### src/rtl/irq_prio_pkg.sv
package irq_prio_pkg;

   // Position of a line in the fixed default ranking, 0 = most urgent.
   function automatic int dflt_rank(input int irq);
      int k;
      int r;
      r = 63;
      if (irq >= 48 && irq <= 63) begin
         k = 63 - irq;
         r = (k >> 2) * 6 + (k & 1) + (((k & 2) != 0) ? 4 : 0);
      end else if (irq >= 24 && irq <= 31) begin
         k = 31 - irq;
         r = (k >> 1) * 6 + 2 + (k & 1);
      end else if (irq >= 32 && irq <= 47) begin
         k = 47 - irq;
         r = 34 + (k >> 2) * 6 + (k & 1) + (((k & 2) != 0) ? 4 : 0);
      end else if (irq >= 16 && irq <= 23) begin
         k = 23 - irq;
         r = 34 + (k >> 1) * 6 + 2 + (k & 1);
      end else begin
         case (irq)
            11: r = 24;
            3:  r = 25;
            7:  r = 26;
            9:  r = 27;
            1:  r = 28;
            5:  r = 29;
            12: r = 30;
            10: r = 31;
            2:  r = 32;
            6:  r = 33;
            0:  r = 58;
            4:  r = 59;
            8:  r = 60;
            13: r = 61;
            14: r = 62;
            default: r = 63;
         endcase
      end
      return r;
   endfunction

   // True when the line ranks ahead of the machine-level group (led by 11).
   function automatic bit over_machine(input int irq);
      return dflt_rank(irq) < dflt_rank(11);
   endfunction

endpackage

### src/rtl/irq_eff_prio.sv
module irq_eff_prio #(
   parameter int N  = 64,
   parameter int PW = 8,
   parameter int EW = PW + 1
) (
   input  logic            legacy_en,
   input  logic [N*PW-1:0] prio_i,
   output logic [N*EW-1:0] eff_o
);
   localparam logic [EW-1:0] SUB_HI = EW'(1);
   localparam logic [EW-1:0] SUB_LO = EW'((1 << PW) - 1);

   for (genvar gi = 0; gi < N; gi++) begin : g_lane
      localparam bit HI = irq_prio_pkg::over_machine(gi);
      logic [PW-1:0] raw;
      logic [EW-1:0] eff;
      assign raw = prio_i[gi*PW +: PW];
      always_comb begin
         if (legacy_en)      eff = '0;
         else if (raw == '0) eff = HI ? SUB_HI : SUB_LO;
         else                eff = EW'(raw);
      end
      assign eff_o[gi*EW +: EW] = eff;
   end
endmodule

### src/rtl/irq_win_tree.sv
module irq_win_tree #(
   parameter int N  = 64,
   parameter int EW = 9,
   parameter int IW = $clog2(N)
) (
   input  logic [N-1:0]    pend_i,
   input  logic [N*EW-1:0] eff_i,
   output logic            vld_o,
   output logic [IW-1:0]   id_o
);
   localparam int NODES = 2 * N - 1;
   localparam int LEAF0 = N - 1;

   logic          n_vld [NODES];
   logic [EW-1:0] n_eff [NODES];
   logic [IW-1:0] n_id  [NODES];

   for (genvar gl = 0; gl < N; gl++) begin : g_leaf
      assign n_vld[LEAF0+gl] = pend_i[gl];
      assign n_eff[LEAF0+gl] = eff_i[gl*EW +: EW];
      assign n_id[LEAF0+gl]  = IW'(gl);
   end

   // Left child covers lower numbers; right wins only when strictly better.
   for (genvar gn = 0; gn < N - 1; gn++) begin : g_node
      logic take_r;
      assign take_r = n_vld[2*gn+2] &&
                      (!n_vld[2*gn+1] || (n_eff[2*gn+2] < n_eff[2*gn+1]));
      assign n_vld[gn] = n_vld[2*gn+1] | n_vld[2*gn+2];
      assign n_eff[gn] = take_r ? n_eff[2*gn+2] : n_eff[2*gn+1];
      assign n_id[gn]  = take_r ? n_id[2*gn+2]  : n_id[2*gn+1];
   end

   assign vld_o = n_vld[0];
   assign id_o  = n_id[0];
endmodule

### src/rtl/irq_prio_arb.sv
module irq_prio_arb #(
   parameter int N_IRQ   = 64,
   parameter int PRIO_W  = 8,
   parameter bit OUT_REG = 1'b1
) (
   input  logic                      clk,
   input  logic                      rst_n,
   input  logic                      legacy_en,
   input  logic [N_IRQ-1:0]          pend_i,
   input  logic [N_IRQ*PRIO_W-1:0]   prio_i,
   output logic                      win_valid_o,
   output logic [$clog2(N_IRQ)-1:0]  win_id_o
);
   localparam int IW = $clog2(N_IRQ);
   localparam int EW = PRIO_W + 1;

   if ((1 << IW) != N_IRQ || N_IRQ < 2) begin : g_bad_n
      $error("N_IRQ must be a power of two, at least 2");
   end
   if (N_IRQ > 64) begin : g_bad_rank
      $error("default ranking covers at most 64 lines");
   end
   if (PRIO_W < 2) begin : g_bad_pw
      $error("PRIO_W must be at least 2");
   end

   logic [N_IRQ*EW-1:0] eff;
   logic                cmb_vld;
   logic [IW-1:0]       cmb_id;

   irq_eff_prio #(.N(N_IRQ), .PW(PRIO_W), .EW(EW)) u_eff (
      .legacy_en (legacy_en),
      .prio_i    (prio_i),
      .eff_o     (eff)
   );

   irq_win_tree #(.N(N_IRQ), .EW(EW), .IW(IW)) u_tree (
      .pend_i (pend_i),
      .eff_i  (eff),
      .vld_o  (cmb_vld),
      .id_o   (cmb_id)
   );

   if (OUT_REG) begin : g_reg
      always_ff @(posedge clk or negedge rst_n) begin
         if (!rst_n) begin
            win_valid_o <= 1'b0;
            win_id_o    <= '0;
         end else begin
            win_valid_o <= cmb_vld;
            win_id_o    <= cmb_id;
         end
      end
   end else begin : g_comb
      assign win_valid_o = cmb_vld;
      assign win_id_o    = cmb_id;
   end
endmodule

### config.mk
export PLATFORM = sky130hd
export DESIGN_NAME = irq_prio_arb
export DESIGN_NICKNAME = d
export VERILOG_FILES = /design/src/rtl/irq_prio_pkg.sv /design/src/rtl/irq_eff_prio.sv /design/src/rtl/irq_win_tree.sv /design/src/rtl/irq_prio_arb.sv
export SDC_FILE = /design/constraint.sdc
export NUM_CORES = 2
export LEC_CHECK = 0
export BUFFER_PORTS_ARGS = -buffer_cell sky130_fd_sc_hd__buf_2
export CORE_AREA = 3 3 248 250
export CTS_CLUSTER_DIAMETER = 150
export DETAILED_ROUTE_END_ITERATION = 10
export DIE_AREA = 0 0 251 253
export PLACE_DENSITY = 0.72
export SLEW_MARGIN = 5
export SYNTH_ARGS = -nofsm -noshare
export SYNTH_HDL_FRONTEND = slang
export SYNTH_SLANG_ARGS = --single-unit
### constraint.sdc
create_clock -name clk -period 0.8 [get_ports clk]
set_input_delay 0.16 -clock clk [delete_from_list [all_inputs] [get_ports clk]]
set_output_delay 0.16 -clock clk [all_outputs]
set_load 0.005 [all_outputs]
Yosys cells after proc, flatten, opt, wreduce, memory -nomap -nowiden

Cells that the tools add are included.
W data, S select, Z words.

Flip-flop bits (word level): 7
Bits of input ports: 579
Output and inout port bits: 7
Logic and storage cells: 634

$lt $le $gt $ge: 63
Multiplexer cells: 253
Bitwise logic cells: 63
Reduce and logical (&&, ||, !) cells: 253

Operators with widths:

| cell                | count |
|---|---|
| $mux W9             | 126 |
| $lt A9 B9 Y1        | 63 |
| $logic_not A8 Y1    | 64 |
| $mux W8             | 64 |
| $logic_and A1 B1 Y1 | 63 |
| $logic_not A1 Y1    | 63 |
| $logic_or A1 B1 Y1  | 63 |
| $or A1 B1 Y1        | 63 |
| $mux W1             | 32 |
| $mux W2             | 16 |
| $mux W3             | 8 |
| $mux W4             | 4 |
| $mux W5             | 2 |
| $mux W6             | 1 |

Depth between registers and ports, before layout

Depth in word-level cells: 27
Mapped depth: 84
Depth with buffers taken out: 73

Cells and area by module

A second synthesis with hierarchy kept.

Cells, all modules: 4447
Area total of the unflattened synthesis: 28566.1 um^2

By module, submodules not included:

| module       | instances | cells an instance | area each (um^2) | seq. area each (um^2) |
|---|---|---|---|---|
| irq_win_tree | 1         | 3035              | 21231.6          | 0.0 |
| irq_eff_prio | 1         | 1405              | 7159.4           | 0.0 |
| irq_prio_arb | 1         | 7                 | 175.2            | 175.2 |

Least setup slack after synthesis

Ideal clock, no wire load.

Path kind: input -> register
Start: in legacy_en
End: reg win_id_o[3]
Library setup time: 0.079 ns
Data arrival time: 14.314 ns
Data required time: 0.721 ns
Setup slack: -13.594 ns
Cell stages on the path: 79
Path buffers: 13
Path through: buf_2 -> inv_2 -> clkbuf_1 -> clkbuf_1 -> clkbuf_1 -> clkbuf_1 -> clkbuf_1 -> clkbuf_1 -> clkbuf_1 -> buf_1 -> nand2_1 -> ha_1 -> a211o_1 -> nand2b_1 -> o2111ai_1 -> a21o_1 -> nand3_1 -> clkbuf_1 -> [... 43 more ...] -> a21o_1 -> a21oi_1 -> o21ai_0 -> or3b_1 -> mux2_2 -> ha_1 -> a21oi_1 -> nor2b_1 -> o21ai_0 -> nand2b_1 -> a21oi_1 -> nor2b_1 -> o21ai_0 -> nand2_1 -> a221oi_1 -> a31o_1 -> buf_6 -> mux2i_1

Longest elaborated chain between the ends: 25
Elaborated cells between the ends (all ways): 322
Those cells by class: order compare (63); mux (133); reduce/logical (126)

Ends and longest elaborated chain:

| item                 | RTL line           | source |
|---|---|---|
| from (decl)          | irq_prio_arb.sv:8  | `input logic legacy_en,` |
| $mux W9              | irq_eff_prio.sv:19 | `if (legacy_en) eff = '0;` |
| $lt A9 B9 Y1         | irq_win_tree.sv:28 | `(!n_vld[2*gn+1] \|\| (n_eff[2*gn+2] < n_eff[2*gn+1]));` |
| $logic_or A1 B1 Y1   | irq_win_tree.sv:28 |  |
| $logic_and A1 B1 Y1  | irq_win_tree.sv:27 | `assign take_r = n_vld[2*gn+2] &&` |
| $mux W9              | irq_win_tree.sv:30 | `assign n_eff[gn] = take_r ? n_eff[2*gn+2] : n_eff[2*gn+1];` |
| $lt A9 B9 Y1         | irq_win_tree.sv:28 |  |
| $logic_or A1 B1 Y1   | irq_win_tree.sv:28 |  |
| $logic_and A1 B1 Y1  | irq_win_tree.sv:27 |  |
| [... 10 more ...]    | n/a                |  |
| $logic_or A1 B1 Y1   | irq_win_tree.sv:28 |  |
| $logic_and A1 B1 Y1  | irq_win_tree.sv:27 |  |
| $mux W9              | irq_win_tree.sv:30 |  |
| $lt A9 B9 Y1         | irq_win_tree.sv:28 |  |
| $logic_or A1 B1 Y1   | irq_win_tree.sv:28 |  |
| $logic_and A1 B1 Y1  | irq_win_tree.sv:27 |  |
| $mux W6 (*)          | irq_win_tree.sv:31 | `assign n_id[gn] = take_r ? n_id[2*gn+2] : n_id[2*gn+1];` |
| named net cmb_id[3]  | irq_prio_arb.sv:29 | `logic [IW-1:0] cmb_id;` |
| to (signal assigned) | irq_prio_arb.sv:51 | `win_id_o <= cmb_id;` |
| to (decl)            | irq_prio_arb.sv:12 | `output logic [$clog2(N_IRQ)-1:0] win_id_o` |

Mark *: on every way through the listed nets, which the timed path passes. The rest lies on a longest branch.

Worst setup path in the final report

Start: in prio_i[341]
End: reg win_id_o[0]

Longest elaborated chain between the ends: 27
Elaborated cells between the ends (all ways): 32
Those cells by class: order compare (6); mux (13); reduce/logical (13)

Ends and longest elaborated chain:

| item                | RTL line           | source |
|---|---|---|
| from (decl)         | irq_prio_arb.sv:10 | `input logic [N_IRQ*PRIO_W-1:0] prio_i,` |
| $logic_not A8 Y1    | irq_eff_prio.sv:20 | `else if (raw == '0) eff = HI ? SUB_HI : SUB_LO;` |
| $mux W8 (*)         | irq_eff_prio.sv:20 |  |
| $mux W9 (*)         | irq_eff_prio.sv:19 |  |
| $lt A9 B9 Y1        | irq_win_tree.sv:28 |  |
| $logic_or A1 B1 Y1  | irq_win_tree.sv:28 |  |
| $logic_and A1 B1 Y1 | irq_win_tree.sv:27 |  |
| $mux W9             | irq_win_tree.sv:30 |  |
| $lt A9 B9 Y1        | irq_win_tree.sv:28 |  |
| [... 12 more ...]   | n/a                |  |
| $logic_or A1 B1 Y1  | irq_win_tree.sv:28 |  |
| $logic_and A1 B1 Y1 | irq_win_tree.sv:27 |  |
| $mux W9             | irq_win_tree.sv:30 |  |
| $lt A9 B9 Y1        | irq_win_tree.sv:28 |  |
| $logic_or A1 B1 Y1  | irq_win_tree.sv:28 |  |
| $logic_and A1 B1 Y1 | irq_win_tree.sv:27 |  |
| $mux W6 (*)         | irq_win_tree.sv:31 |  |
| named net cmb_id[0] | irq_prio_arb.sv:29 |  |

Marks and branches as above.

==> metrics.cfg <==
[min_path]
hp-class = input pin to async pin

[worst_setup_path]
slowest_stage = or4_4
critical_path_class = input pin to flip-flop
cp_common_cell = a21o_1
cpPeakStageDelay_ns = 0.49
worstSetupEndpointType = flip-flop
crit_required_ns = 0.95
startpoint_type = input pin
arrival_ns = 12.61
crit_path_max_fanout = 7

[synthesis]
ys.warnings.count = 0
synth_top_area_share_pct = 23.0
synth.avg_cell_area_um2 = 6.36
ys_seq_area_share_pct = 0.738
synth-seq-cells = 7
ys_async_sr_fraction_pct = 100
netlist_instances = 3732
synth_edf_count = 0
synth_ff_type = dfrtp_1
synth_nets = 4748
syn_area_um2 = 23700
synth_area_leaders = ha_1 23%, nor2_1 9.2%, mux2i_1 8.0%, a21oi_1 6.6%, o21ai_0 5.8%
synth_area_leader_cell = ha_1
synth_cell_type_count = 95

[flow_run]
drv_cap = 0

[die]
dieArea_um2 = 63500
die_y_um = 253
core_um2 = 59200
io_pins = 586
die_w_um = 251
initial_core_util_pct = 40.1
rows = 89

[power_and_ir_drop]
peakVddDrop_mv = 4.49
leakage_nw = 22.8
powerDensity_nw_per_um2 = 2090

[drt]
ant_nets = 0
dr.pass1.iters = 6
vias_per_cell = 5.42
postRouteWirelength_um = 110000
initialDrtViolationCount = 2338
drc = 0
num_vias = 36700
post_drt_wl_per_cell_um = 16.2

[timing]
slew_viol_final = 0
fmax_mhz = 80.2
timing.hold.ws_ns = 0.375
layout_min_cycle_time_ns = 12.46
worst_slack_ns = -11.66
setup_viol = 14
finalCritPeriodShare_pct = 1560
finalHoldViolations = 0
worst_pin_slew_ns = 1.03
rsz0062_at_grt = yes
slew_headroom_pct = 30.9

[final_layout]
seqCellArea_um2 = 175
drive_above_1_share_pct = 43.2
final_cell_area_um2 = 41600
instances_no_fill = 6775
fill_cells = 4740
num-nets-final = 7001
areaGrowthSynthToFinish_pct = 75.3
most-common-layout-cells = 1760 x buf_4, 578 x buf_2, 552 x nor2_1, 421 x ha_1, 346 x nand2_1
multi_input_area_um2 = 22600
layout_commonest_cell = buf_4

[status]
violations = negative setup slack
status = finished, violations left

[clocking]
cts_tree = built
cts.sinks = 7
clkTransAtPathRegs_ns = 0.04
cts_buffers = 3
htreeDepth = 1
clockBufferDepth = 2
clockRootBuffer = clkbuf_16

[global_routing]
track_usage_pct = 31.8
grt_pass1_vias = 36100
grt_pass1_wl_um = 170000
grt_max_degree = 81
antenna_found_initial = 19
grt_overflow_total = 0

[placed_design]
hpwl_um = 92300
pre_cts_slack_ns = -11.71
placed_cell_area_um2 = 40200
finalWeightedCongestion = 0.976
numPortBuffers = 585
placed_cells = 6667

[report_power, final]
part	total, W	switching (W)	internal (W)	leakage, nW
logic	0.0854	0.0399	0.0455	22.6
clock network	0.000865	0.000201	0.000664	0.0383
registers	0.000777	0.000113	0.000664	0.0763
[Yosys cell counts, drive strengths merged, types with 27 or more instances]
library cell,n
a211oi,28
buf,39
o211ai,27
nand2b,37
inv,323
nand2,348
a21o,96
nor3,120
a31oi,45
clkbuf,81
mux2i,190
nand4,42
ha,437
nor2,582
nand3,64
nor2b,108
nor4,75
o21ai,314
mux2,57
o21a,59
a21oi,318
[state kept, by name (all words and copies together) (netlist names)]
signal and cells:
win_valid_o 1, win_id_o 6
[metal layers]
metal / track usage (%) / vias up / share of wire (%)
met5: 0 / - / 0.024
met3: 3.54 / 385 / 5.7
li1: - / 18100 / -
met1: 36.3 / 16900 / 40
met2: 59.6 / 1384 / 49
met4: 14.1 / 4 / 4.9
[final cells by class]
class,count,area share [%]
flip-flops and latches,7,0.421
well taps,773,2.33
diodes,18,0.108
repair buffers,2368,39.7
multi-input cells,3282,54.3
clock buffers,4,0.189
inverters,323,2.93
[final timing paths]
path / endpoint / slack [ns] / startpoint / cells after the start
min in group clk: win_valid_o$_DFF_PN0_ / 0.76 / pend_i[9] / 8
max in group asynchronous: win_id_o[2]$_DFF_PN0_ / 0.27 / rst_n / 2
max: win_id_o[0]$_DFF_PN0_ / -11.66 / prio_i[341] / 75
min: win_valid_o$_DFF_PN0_ / 0.38 / rst_n / 2
[kinds of logic (layout without fill, tap and decap cells)]
family	Yosys count	in the layout	synth area share, %
fa+ha+maj	439	439	23.1
mux	247	247	10.7
flops	7	7	0.738
buf+inv	443	2695	7.15
simple gates	1487	1487	28.9
compound gates	1109	1109	29.4
other cells	0	18	0
[per-stage QoR]
stage                     total power, W  util [%]  setup TNS, ns
after floorplan                   0.0445         -         -68.41
after global placement            0.0762      67.9         -68.66
after detailed placement          0.0785      67.9         -71.69
after CTS                         0.0845      69.3         -68.97
after global routing              0.0943      70.2         -75.38
final                             0.0871      70.2         -71.65
[critical path: cells and delay by family]
family | cells | cell delay [ns]
muxes | 6 | 1.69
adders and majority gates | 6 | 1.54
AOI/OAI and AO/OA | 33 | 5.14
buffers and inverters | 11 | 1.13
and+or+nand+nor | 19 | 2.92
[timing repair]
item                       4_1_cts  5_1_grt
hold buffers                     1        0
gates resized for setup         57       88
setup endpoints to repair       14       14
gates cloned                     0        0
hold endpoints to repair         7        0
buffers inserted                72       18
pin swaps                       26       55
Note: power is estimated with default switching activity, not from simulation.
